`config.mk`:
```
export PLATFORM = sky130hd
export DESIGN_NAME = vnmi_ctrl
export DESIGN_NICKNAME = d
export VERILOG_FILES = /design/src/rtl/vnmi_pkg.sv /design/src/rtl/vnmi_edge.sv /design/src/rtl/vnmi_pulse.sv /design/src/rtl/vnmi_line_cnt.sv /design/src/rtl/vnmi_ctrl.sv
export SDC_FILE = /design/constraint.sdc
export NUM_CORES = 1
export LEC_CHECK = 0
export ABC_AREA = 1
export BUFFER_PORTS_ARGS = -buffer_cell sky130_fd_sc_hd__buf_2
export CAP_MARGIN = 20
export CORE_ASPECT_RATIO = 0.7
export CORE_MARGIN = 2
export CORE_UTILIZATION = 40
export DETAILED_ROUTE_END_ITERATION = 12
export SYNTH_ARGS = -nofsm -noshare
export SYNTH_HDL_FRONTEND = slang
export SYNTH_HIERARCHICAL = 1
export SYNTH_SLANG_ARGS = --single-unit
```
`constraint.sdc`:
```
create_clock -name clk -period 1.5 [get_ports clk]
set_clock_uncertainty 0.15 [all_clocks]
set_input_delay 0.3 -clock clk [delete_from_list [all_inputs] [get_ports clk]]
set_output_delay 0.3 -clock clk [all_outputs]
set_load 0.01 [all_outputs]
```
`src/rtl/vnmi_pkg.sv`:
```
package vnmi_pkg;
  localparam int SRC_N   = 3;
  localparam int IDX_DLI = 2;
  localparam int IDX_VBL = 1;
  localparam int IDX_KEY = 0;
endpackage

```
`src/rtl/vnmi_edge.sv`:
```
module vnmi_edge #(
  parameter int STAGES = 2
) (
  input  logic clk,
  input  logic rst,
  input  logic din,
  output logic rise
);
  logic lvl;
  logic prev;

  generate
    if (STAGES == 0) begin : g_direct
      assign lvl = din;
    end else begin : g_sync
      logic [STAGES-1:0] sr;
      always_ff @(posedge clk) begin
        if (rst) sr <= '0;
        else     sr <= (sr << 1) | STAGES'(din);
      end
      assign lvl = sr[STAGES-1];
    end
  endgenerate

  always_ff @(posedge clk) begin
    if (rst) prev <= 1'b0;
    else     prev <= lvl;
  end

  assign rise = lvl & ~prev;
endmodule

```
`src/rtl/vnmi_pulse.sv`:
```
module vnmi_pulse #(
  parameter int PULSE_LEN = 4
) (
  input  logic clk,
  input  logic rst,
  input  logic fire,
  output logic nmi_n
);
  localparam int CW = $clog2(PULSE_LEN + 1);
  logic [CW-1:0] cnt;

  always_ff @(posedge clk) begin
    if (rst) begin
      cnt   <= '0;
      nmi_n <= 1'b1;
    end else if (fire) begin
      cnt   <= CW'(PULSE_LEN);
      nmi_n <= 1'b0;
    end else begin
      if (cnt != '0) cnt <= cnt - 1'b1;
      nmi_n <= !(cnt > CW'(1));
    end
  end
endmodule

```
`src/rtl/vnmi_line_cnt.sv`:
```
module vnmi_line_cnt #(
  parameter int MAX_LINES = 312,
  localparam int LINE_W   = $clog2(MAX_LINES)
) (
  input  logic              clk,
  input  logic              rst,
  input  logic              frame_start,
  input  logic              hs_edge,
  output logic [LINE_W-1:0] line
);
  localparam logic [LINE_W-1:0] LAST = LINE_W'(MAX_LINES - 1);

  always_ff @(posedge clk) begin
    if (rst || frame_start)            line <= '0;
    else if (hs_edge && line != LAST)  line <= line + 1'b1;
  end
endmodule

```
`src/rtl/vnmi_ctrl.sv`:
```
module vnmi_ctrl #(
  parameter int ADDR_W    = 4,
  parameter int DATA_W    = 8,
  parameter int PULSE_LEN = 4,
  parameter int MAX_LINES = 312,
  parameter int KEY_SYNC  = 2,
  parameter logic [ADDR_W-1:0] EN_ADDR   = 4'hE,
  parameter logic [ADDR_W-1:0] STAT_ADDR = 4'hF,
  parameter logic [ADDR_W-1:0] SYNC_ADDR = 4'hA,
  parameter logic [ADDR_W-1:0] LINE_ADDR = 4'hB
) (
  input  logic              clk,
  input  logic              rst,
  input  logic              bus_sel,
  input  logic              bus_we,
  input  logic [ADDR_W-1:0] bus_addr,
  input  logic [DATA_W-1:0] bus_wdata,
  output logic [DATA_W-1:0] bus_rdata,
  input  logic              dli_flag,
  input  logic              last_line,
  input  logic              vbl_done,
  input  logic              rst_key,
  input  logic              hsync,
  input  logic              frame_start,
  output logic              nmi_n,
  output logic              cpu_rdy
);
  import vnmi_pkg::*;
  localparam int LINE_W = $clog2(MAX_LINES);

  logic wr, rd, wr_en, wr_clr, wr_sync;
  logic key_edge, hs_edge, fire;
  logic [SRC_N-1:0] evt, en, stat;
  logic [LINE_W-1:0] line;
  logic [DATA_W-1:0] rd_mux;

  assign wr      = bus_sel & bus_we;
  assign rd      = bus_sel & ~bus_we;
  assign wr_en   = wr && (bus_addr == EN_ADDR);
  assign wr_clr  = wr && (bus_addr == STAT_ADDR);
  assign wr_sync = wr && (bus_addr == SYNC_ADDR);

  vnmi_edge #(.STAGES(KEY_SYNC)) u_key (
    .clk(clk), .rst(rst), .din(rst_key), .rise(key_edge));

  vnmi_edge #(.STAGES(0)) u_hs (
    .clk(clk), .rst(rst), .din(hsync), .rise(hs_edge));

  assign evt[IDX_DLI] = dli_flag & last_line;
  assign evt[IDX_VBL] = vbl_done;
  assign evt[IDX_KEY] = key_edge;
  assign fire         = |(evt & en);

  always_ff @(posedge clk) begin
    if (rst)        en <= '0;
    else if (wr_en) en <= bus_wdata[DATA_W-1 -: SRC_N];
  end

  always_ff @(posedge clk) begin
    if (rst) stat <= '0;
    else     stat <= (wr_clr ? '0 : stat) | evt;
  end

  vnmi_pulse #(.PULSE_LEN(PULSE_LEN)) u_pulse (
    .clk(clk), .rst(rst), .fire(fire), .nmi_n(nmi_n));

  always_ff @(posedge clk) begin
    if (rst)          cpu_rdy <= 1'b1;
    else if (hs_edge) cpu_rdy <= 1'b1;
    else if (wr_sync) cpu_rdy <= 1'b0;
  end

  vnmi_line_cnt #(.MAX_LINES(MAX_LINES)) u_lines (
    .clk(clk), .rst(rst), .frame_start(frame_start),
    .hs_edge(hs_edge), .line(line));

  always_comb begin
    rd_mux = '0;
    if (bus_addr == STAT_ADDR)      rd_mux = {stat, {(DATA_W-SRC_N){1'b0}}};
    else if (bus_addr == LINE_ADDR) rd_mux = DATA_W'(line >> 1);
  end

  always_ff @(posedge clk) begin
    if (rst)     bus_rdata <= '0;
    else if (rd) bus_rdata <= rd_mux;
  end
endmodule

```
Yosys cells after proc, flatten, opt, wreduce, memory -nomap -nowiden. Cells that the tools add are included.

Output and inout bits: 10. Bits in registers: 32. Word-level logic and storage cells: 47.

$add $sub $neg: 2. Multiplexer cells: 6. Equality and inequality tests: 5. Magnitude comparators: 1. Reductions and logical operators: 11. Bitwise gates (word level): 11.

Operator list (number): equality test 4 bit, second input constant (4); two-way mux 8 bit (2); adder 9 x 1 -> 9 bit, second input constant (1); two-way mux 3 bit (3); != test 9 bit, second input constant (1); AND 1 bit (5); logical AND 1 bit (4); OR reduction 4 bit (1); AND 3 bit (1); greater-than comparator 3 x 1 -> 1 bit, second input constant (1); NOT 1 bit (3); OR 3 bit (1); nonzero test 3 bit (1); OR reduction 3 bit (1); subtractor 3 x 1 -> 3 bit, second input constant (1); OR 2 x 1 -> 2 bit (1); nonzero test 2 bit (1); OR reduction 2 bit (1); zero test 1 bit (1); logical OR 1 bit (1); two-way mux 1 bit (1).

Logic depth before layout (Yosys ltp).
Word-level depth: 5. Depth in mapped cells: 8. Depth with buffers taken out: 8.

By module. The synthesis kept the hierarchy.

Modules (own cells, without submodules): vnmi_ctrl (sequential area each 300.3 um^2, cells an instance 104, area each 726.9 um^2, instances 1); vnmi_line_cnt (sequential area each 180.2 um^2, cells an instance 77, area each 516.7 um^2, instances 1); vnmi_pulse (sequential area each 80.1 um^2, cells an instance 32, area each 220.2 um^2, instances 1); vnmi_edge (u_key) (sequential area each 60.1 um^2, cells an instance 10, area each 86.3 um^2, instances 1); vnmi_edge (u_hs) (sequential area each 20.0 um^2, cells an instance 4, area each 31.3 um^2, instances 1).

Worst setup path after synthesis. OpenSTA, ideal clock, no wires.

Path kind: input -> register. From: in hsync. To: reg u_lines.line[6]. Buffers on the path: 0. Arrival time: 1.193 ns. Path slack: 0.042 ns. Stages on the path: 6. Required time: 1.236 ns. Path through: inv_1 nor2_1 inv_1 nor3_2 xor2_1 nor2_1.

Cells in the longest elaborated chain, start to end: 2.

RTL lines: from (decl) (line vnmi_ctrl.sv:23) `input logic hsync,`; AND 1 bit (line vnmi_edge.sv:30) `assign rise = lvl & ~prev;`; via hs_edge (line vnmi_ctrl.sv:32) `logic key_edge, hs_edge, fire;`; logical AND 1 bit (line vnmi_line_cnt.sv:15) `else if (hs_edge && line != LAST) line <= line + 1'b1;`; to (signal assigned) (line vnmi_line_cnt.sv:15); to (decl) (line vnmi_line_cnt.sv:9) `output logic [LINE_W-1:0] line`.

The timed path passes the listed nets, and every way through them passes these cells. A chain may end at the register's enable or synchronous reset.

Worst setup path in the final report.
From: reg u_hs.prev. To: reg u_lines.line[6].

Cells in the longest elaborated chain, start to end: 3.

RTL lines: from (decl) (line vnmi_edge.sv:10) `logic prev;`; from (signal assigned) (line vnmi_edge.sv:27) `else prev <= lvl;`; NOT 1 bit (line vnmi_edge.sv:30); AND 1 bit (line vnmi_edge.sv:30); via hs_edge (line vnmi_ctrl.sv:32); logical AND 1 bit (line vnmi_line_cnt.sv:15).

The timed path passes the listed nets, and every way through them passes these cells.

==> run summary <==
The run finished with clean final reports. The core region is 0.00385 mm^2. The number of synthesized register bits came out at 32. The wire length per cell is 9.93 um.

The clock passes through at most 2 buffers. The number of cells on the worst hold path came out at 3. The number of optimization iterations in the first detailed-route pass came out at 4. The final HPWL from detailed placement came out at 2420 um. In this run the clock root is driven by a sky130_fd_sc_hd__clkbuf_8. The data arrival time at the worst-slack endpoint is 1.41 ns. The routed wire length is 3170 um. The worst pin sits at a relative slew slack of 77.0%. The max-slew violation total from the final report is 0.

Summed over all instances, the cell type with the most area after synthesis is sky130_fd_sc_hd__dfxtp_1. The length in cells of the worst reg-to-reg path is 5. Entering global routing, the biggest net connects 17 pins. Yosys attributes the largest share of cell area to sky130_fd_sc_hd__dfxtp_1, sky130_fd_sc_hd__nand2_1, sky130_fd_sc_hd__inv_1.

The core occupancy in the finished layout came out at 49.7%. Overall power consumption after layout is estimated at 0.00200 W. The die span in y came out at 56.6 um. The sequential-to-total area share from yosys stat came out at 40.5%. The layout has 427 filler cells. The remaining design rule violation count came out at 0. The total of endpoints with negative setup slack in the final report is 0. The number of vias after detailed routing came out at 1420. The DRC marker count from the first detailed-route iteration came out at 55.

The post-cts hold buffer count came out at 0. The worst setup path is launched from a register. The initial core utilization is 41.1%. For this design the top-level I/O count stands at 32. The worst setup path is of the reg2reg kind. The first global-routing pass estimated 5540 um of wire. The number of nets at the end of the flow is 293.

Clock latency on the worst-skew pair, taken at its later pin, is 0.28 ns. The leakage power is 0.934 nW. The number of different library cells in the post-synthesis netlist is 25.

The final-report hold violation count was 0. The number of nets with antenna violations after routing is 0. The number of post-CTS setup repair buffers is 0. The transition time of the tightest slew-check pin is 0.344 ns.

The initial antenna violation count came out at 0. The area growth from synthesis to layout came out at 21.1%. TritonCTS built the clock tree.

The tool flagged a number of max-cap violations equal to 0. For this design the ratio of total power to cell area is 1050 mW/mm^2. The number of levels the H-tree was split into came out at 2. Global routing used 16.0% of the available tracks. For this design, the sink count on the clock tree is 32. The share of cells above drive strength 1 came out at 23.2%. The ratio of routed vias to standard cells came out at 4.45. The number of standard-cell rows in the floorplan is 19. The die covers 0.00448 mm^2. Yosys printed 6 warnings. The worst-case hold slack came out at 0.0623 ns. Counting every instance in the synthesized netlist gives 227. STA classifies the critical path endpoint as a register.

The maximum fanout encountered on the critical timing path came out at 4. Counting the buffers created by CTS gives 5. For the finished layout, the period the worst path requires is 1.38 ns. The clock transition at the registers of the reported paths came out at 0.06 ns. The post-synthesis instance area came out at 0.00158 mm^2. The number of global-route vias before repair is 1243.

Port buffering added 26 buffers. The post-route fraction of the period consumed by the critical path came out at 91.9%. The upper clock frequency limit is 725 MHz. The share of synthesized area in the top cell type comes to 40.5%. The mean post-synth cell area is 6.97 um^2. The required arrival time at the worst endpoint is 1.53 ns. The global-route congestion overflow total came out at 0. The path class of the lowest-slack min-delay path is in2reg. The worst-case IR drop observed on VDD is 0.595 mV.

Setup repair after global routing left no endpoint under its margin. The routability-driven placement congestion ratio came out at 0.805. The total nets after synthesis came out at 253. The number of antenna diodes in the final layout is 0. The die is 79.2 um wide.

After routing, the total negative slack on setup checks comes to 0 ns.
[per-layer routing]
layer	vias to the layer above	part of all wire [%]	global-route usage, %
met3	6	5.9	5.95
met4	0	2.0	6.65
met1	610	56	22.9
met5	-	0	0
met2	29	36	21.5
li1	775	-	-
[Yosys cell counts]
library cell,n
sky130_fd_sc_hd__buf_6,1
sky130_fd_sc_hd__nand3b_1,3
sky130_fd_sc_hd__nor2_2,5
sky130_fd_sc_hd__nor2_4,4
sky130_fd_sc_hd__o21ai_2,1
sky130_fd_sc_hd__inv_1,38
sky130_fd_sc_hd__nor3_2,2
sky130_fd_sc_hd__xor2_1,2
sky130_fd_sc_hd__ha_1,4
sky130_fd_sc_hd__a21oi_1,12
sky130_fd_sc_hd__nand2_1,54
sky130_fd_sc_hd__nand3_1,13
sky130_fd_sc_hd__inv_2,1
sky130_fd_sc_hd__nand4_1,3
sky130_fd_sc_hd__o21bai_1,1
sky130_fd_sc_hd__buf_2,1
sky130_fd_sc_hd__clkinv_1,1
sky130_fd_sc_hd__dfxtp_1,32
sky130_fd_sc_hd__nor2_1,35
sky130_fd_sc_hd__o21ai_0,5
sky130_fd_sc_hd__a21oi_2,1
sky130_fd_sc_hd__o21ai_1,2
sky130_fd_sc_hd__nand2_2,3
sky130_fd_sc_hd__o221ai_1,1
sky130_fd_sc_hd__nand2_4,2
[where the power goes]
part           total [W]  switching (W)  internal, W
clock network   0.000623       0.000308     0.000315
logic           0.000413       0.000245     0.000168
registers       0.000967      0.0000411     0.000925
[metrics by stage]
stage / worst slack [ns] / cells / cell area [um^2]
2_1_floorplan: 0.0422 / 227 / 1580
3_3_place_gp: 0.0316 / 312 / 1830
3_5_place_dp: 0.0142 / 312 / 1830
4_1_cts: 0.0776 / 319 / 1910
5_1_grt: 0.00617 / 319 / 1920
6_report: 0.121 / 319 / 1920
[registers in the layout, indices dropped and copies added (netlist names)]
name and cells:
u_pulse/cnt 3, en 3, u_hs/prev 1, u_key/g_sync.sr 2
u_pulse/nmi_n 1, bus_rdata 8, u_lines/line 9, stat 3
u_key/prev 1, cpu_rdy 1
[what timing repair did]
item / CTS / global route
setup endpoints to repair: 0 / 4
resized for setup: 0 / 3
endpoints found under the hold margin: 0 / 0
[layout by cell type (no fill, tap or decap), types with 3 or more instances in the layout]
cell type / synthesis / final
sky130_fd_sc_hd__nand2_1: 54 / 54
sky130_fd_sc_hd__inv_1: 38 / 38
sky130_fd_sc_hd__nor2_1: 35 / 35
sky130_fd_sc_hd__dfxtp_1: 32 / 31
sky130_fd_sc_hd__buf_2: 1 / 26
sky130_fd_sc_hd__nand3_1: 13 / 13
sky130_fd_sc_hd__a21oi_1: 12 / 12
sky130_fd_sc_hd__buf_4: 0 / 9
sky130_fd_sc_hd__o21ai_0: 5 / 5
sky130_fd_sc_hd__nor2_2: 5 / 5
sky130_fd_sc_hd__clkbuf_8: 0 / 5
sky130_fd_sc_hd__nor2_4: 4 / 4
sky130_fd_sc_hd__nand2_2: 3 / 3
sky130_fd_sc_hd__nand3b_1: 3 / 3
sky130_fd_sc_hd__nand4_1: 3 / 3
sky130_fd_sc_hd__ha_1: 4 / 3
[layout make-up]
type | count | area, um^2 | share of cell area [%]
clock buffers | 6 | 72.6 | 3.79
flip-flops and latches | 32 | 642 | 33.5
well taps | 52 | 65.1 | 3.40
multi-input cells | 153 | 783 | 40.9
clock inverters | 1 | 5.00 | 0.261
repair buffers | 35 | 198 | 10.3
inverters | 40 | 150 | 7.84
[critical path, stage by stage, from the launching register on]
cell and delay (ns):
sky130_fd_sc_hd__dfxtp_1 0.30, sky130_fd_sc_hd__nor2_1 0.23, sky130_fd_sc_hd__inv_1 0.13, sky130_fd_sc_hd__nor3_4 0.24
sky130_fd_sc_hd__xor2_1 0.18, sky130_fd_sc_hd__nor2_1 0.05
[logic make-up (layout without fill, tap and decap cells)]
logic type               after synthesis  after routing  share of synthesized area (%)
buffers and inverters                 42             82                           10.5
AO/OA/AOI/OAI                         23             23                           8.15
adder cells (fa/ha/maj)                4              4                           3.16
AND/OR/NAND/NOR                      124            124                           36.6
XOR/XNOR                               2              2                           1.11
flip-flops                            32             32                           40.5
[final timing paths]
| check | startpoint | slack [ns] | endpoint |
|---|---|---|---|
| worst max-delay path | u_hs/prev | 0.12 | u_lines/line[6] |
| worst min-delay path | rst_key | 0.06 | u_key/g_sync.sr[0] |
| worst max register to register | u_hs/prev | 0.12 | u_lines/line[6] |
| worst min register to register | u_key/g_sync.sr[0] | 0.25 | u_key/g_sync.sr[1] |
Note: power is estimated with default switching activity, not from simulation.
